[src/rtl/evt_irq_ctrl.sv]
module evt_irq_ctrl #(
  parameter int NFLAG = 6
) (
  input  logic             clk,
  input  logic             rst_n,
  input  logic             arm_n,
  input  logic             trig_evt,
  input  logic             freerun,
  input  logic             mark_done,
  input  logic [1:0]       ch_done,
  input  logic             aux2_full,
  input  logic             aux1_full,
  input  logic             in_empty,
  input  logic             mask_we,
  input  logic             clr_n,
  input  logic [NFLAG-1:0] dbus,
  output logic [NFLAG-1:0] status,
  output logic             irq_n
);
  logic [NFLAG-1:0] flags, mask, set_vec, clr_vec;
  logic [1:0]       seen;
  logic [1:0]       seen_nx;
  logic             both_done;

  assign seen_nx   = seen | ch_done;
  assign both_done = &seen_nx;

  assign set_vec = {in_empty, aux1_full, aux2_full, both_done,
                    mark_done & freerun, trig_evt & ~arm_n};
  assign clr_vec = clr_n ? '0 : dbus;

  always_ff @(posedge clk or negedge rst_n) begin
    if (!rst_n) begin
      flags <= '0;
      mask  <= '0;
      seen  <= '0;
    end else begin
      flags <= (flags & ~clr_vec) | set_vec;
      seen  <= both_done ? 2'b00 : seen_nx;
      if (mask_we) mask <= dbus;
    end
  end

  assign status = flags;
  assign irq_n  = ~|(flags & mask);
endmodule

[config.mk]
export PLATFORM = sky130hd
export DESIGN_NAME = evt_irq_ctrl
export DESIGN_NICKNAME = d
export VERILOG_FILES = /design/src/rtl/evt_irq_ctrl.sv
export SDC_FILE = /design/constraint.sdc
export NUM_CORES = 1
export LEC_CHECK = 0
export CAP_MARGIN = 10
export CORE_MARGIN = 4
export CORE_UTILIZATION = 35
export CTS_CLUSTER_DIAMETER = 40
export DETAILED_ROUTE_END_ITERATION = 8
export PLACE_DENSITY = 0.78
export SYNTH_ARGS = -nofsm -noshare
export SYNTH_HDL_FRONTEND = slang
export SYNTH_SLANG_ARGS = --single-unit
export TNS_END_PERCENT = 1
[constraint.sdc]
create_clock -name clk -period 3.05 [get_ports clk]
set_clock_uncertainty 0.2 [all_clocks]
set_input_delay 0.61 -clock clk [delete_from_list [all_inputs] [get_ports clk]]
set_output_delay 0.61 -clock clk [all_outputs]
set_load 0.01 [all_outputs]
==> reports/metrics.yaml <==
run_status:
  outcome: "finished clean"
sta:
  post-route-period-util: 0.786
  max_slew_margin: 0.588
  timing.fmax_mhz: 417
  fin_crit_ns: 2.40
  rsz0062_at_grt: "false"
  fin_tns_setup_ns: 0
  setup_viol: 0
  worst_pin_slew_ns: 0.615
  finalHoldViolations: 0
  timing.final.max_slew_violations: 0
global_routing:
  gr-total-overflow: 0
  wire_length_of_the_first_global_routing_pass_mm: 1.99
  grt_antenna_before_repair: 0
  first_global_vias: 463
  grt_use_total: 0.104
  grt_max_degree: 15
die:
  initial_utilization: 0.381
  full_die_area_um2: 2400
  boundaryPins: 26
  die_w_um: 49.0
  placement_rows: 14
  floorplan.die.height_um: 49.0
  fp.coreArea_um2: 1540
clocking:
  number_of_instances_resized_during_post_cts_repair: 0
  cts_tree: "built"
  tritoncts.num_buffers: 3
  h-tree-depth: 1
  postCtsSetupRepairBufs: 0
  cts_hold_buffers: 0
  cts_root_buffer: "clkbuf_4"
  clk_pin_slew_ns: 0.07
  clockBufferDepth: 2
  clock_sink_count: 14
  worst_skew_pair.late_latency_ns: 0.27
synthesis:
  synth.cell_area_um2: 588
  synth.lib_cells_used.distinct: 12
  synth_fp_nets: 61
  synth_simple_gate_area_frac: 0.104
  synth_area_in_compound_gates: 0.121
  postSynthRegisterBits: 14
  synth.mux.area_fraction: 0.153
  yosys_warnings: 0
  part_of_the_yosys_area_used_for_sequential_elements: 0.596
  yosys.area_share.adder: 0
  xor_xnor_share_of_the_synthesized_area: 0
  synthesis.instances: 42
  synthesis.area_per_instance_um2: 14.0
  largest_family_of_logic_cells_by_synthesized_area: "multiplexers"
pwr:
  power_density_nw_per_um2: 459
  power.ir.vdd_worst_mv: 0.217
  power_leakage_nw: 0.385
route:
  detail_route.wl_per_cell_um: 14.5
  final_antenna_net_count: 0
  route.detailed.drc: 0
  wl_mm: 1.23
  drt_iter0_drc: 1
  first_pass_iters: 2
  detail_route.vias_per_cell: 5.07
  vias: 431
cells_and_area:
  post_route_cells_drive_above_1_share: 0.130
  flow.area_growth_from_synthesis_pct: 47.9
  instances_no_fill: 85
  design.final.nets: 90
  antennaDiodeCount: 0
setup_path:
  critical-path-slowest-cell: "clkdlybuf4s50_1"
  slowest_delay_ns: 0.53
  path_delay_family: "buffers and inverters"
  crit_chain: "a22oi_1, and3_1, clkdlybuf4s50_1"
  r2r.worst_path.cells: 1
  r2r-start: "mask[1]$_DFFE_PN0P_"
  type_of_element_launching_the_critical_path: "flip-flop"
  setup.worst_path.class: "flip-flop to output pin"
  regToRegEndpoint: "mask[1]$_DFFE_PN0P_"
  critPathMaxFanout: 3
  endpoint_kind: "output pin"
  regToRegSetupSlack_ns: 2.08
  crit_arrival_ns: 1.59
  worstSetupPathDepth: 3
  worst_ep_required_time_ns: 2.24
  worstPathBufferInverterCount: 1
min_path:
  worstHoldPathCells: 1
  worst_hold_startpoint: "seen[0]$_DFF_PN0_"
  worstHoldEndpoint: "seen[1]$_DFF_PN0_"
  timing.hold.worst.class: "flip-flop to flip-flop"
placement:
  detailed_place_hpwl_um: 962
  gp_routability_congestion: 0.749
  buffer_ports.inserted: 25
  placed_cells: 82
job:
  max-cap-violations: 0
per-layer routing:
layer / global-route usage / wire length (um) / part of all wire / vias up
li1: - / - / - / 203
met3: 0.0306 / 116 / 0.094 / 2
met4: 0.0538 / 21 / 0.017 / 0
met5: 0 / 0 / 0 / -
met1: 0.134 / 572 / 0.47 / 203
met2: 0.157 / 519 / 0.42 / 23
sequential cells by signal (all words and copies together) (netlist names):
name	cells
seen	2
mask	6
status	6
Yosys cell counts:
library cell	instances	area share
nor2_1	2	0.013
nand2b_1	6	0.064
dfrtp_1	14	0.60
and3_1	1	0.011
a22oi_1	3	0.038
mux2_4	6	0.15
a21o_1	3	0.038
inv_1	1	0.0064
o2bb2ai_1	1	0.015
nor3_1	2	0.017
buf_6	1	0.019
a22o_1	2	0.030
worst max-delay path by stage:
| stage | start | end | slack (ns) |
|---|---|---|---|
| after CTS | status[0]$_DFF_PN0_ | irq_n | 0.65 |
| after floorplan | status[1]$_DFF_PN0_ | irq_n | 1.47 |
| after global placement | status[0]$_DFF_PN0_ | irq_n | 0.94 |
| final | status[0]$_DFF_PN0_ | irq_n | 0.65 |
| after global routing | status[0]$_DFF_PN0_ | irq_n | 0.61 |
| after detailed placement | status[0]$_DFF_PN0_ | irq_n | 0.96 |
per-stage QoR:
step | hold WS (ns) | power [mW] | utilization | setup WS (ns) | instance area, um^2
global placement | 0.221 | 0.301 | 0.550 | 0.944 | 847
finish | 0.231 | 0.399 | 0.564 | 0.652 | 870
floorplan | 0.114 | 0.251 | - | 1.47 | 588
global route | 0.258 | 0.417 | 0.564 | 0.609 | 870
CTS | 0.240 | 0.404 | 0.564 | 0.647 | 870
detailed placement | 0.229 | 0.303 | 0.550 | 0.955 | 847
cells in the final DEF (no fill, tap or decap):
cell / n
nor2_1: 2
a21o_1: 3
clkbuf_4: 3
and3_1: 1
a22o_1: 2
inv_1: 1
nand2b_1: 6
dfrtp_1: 14
clkdlybuf4s50_1: 25
a22oi_1: 3
o2bb2ai_1: 1
mux2_4: 6
nor3_1: 2
power breakdown:
part,internal (mW),switching [mW]
Combinational,0.0569,0.0265
Clock,0.0457,0.0547
Sequential,0.203,0.0121
Total,0.305,0.0934
layout make-up:
class | instances | area, um^2
tap | 16 | 20.0
sequential | 14 | 350
inverter | 1 | 3.75
clock buffer | 3 | 22.5
multi-input combinational | 26 | 223
fill | 146 | 672
timing repair buffer | 25 | 250
kinds of logic after synthesis:
group | after synthesis
compound gates | 9
buf+inv | 2
flops | 14
mux | 6
simple gates | 11
(Power assumes the default switching activity.)
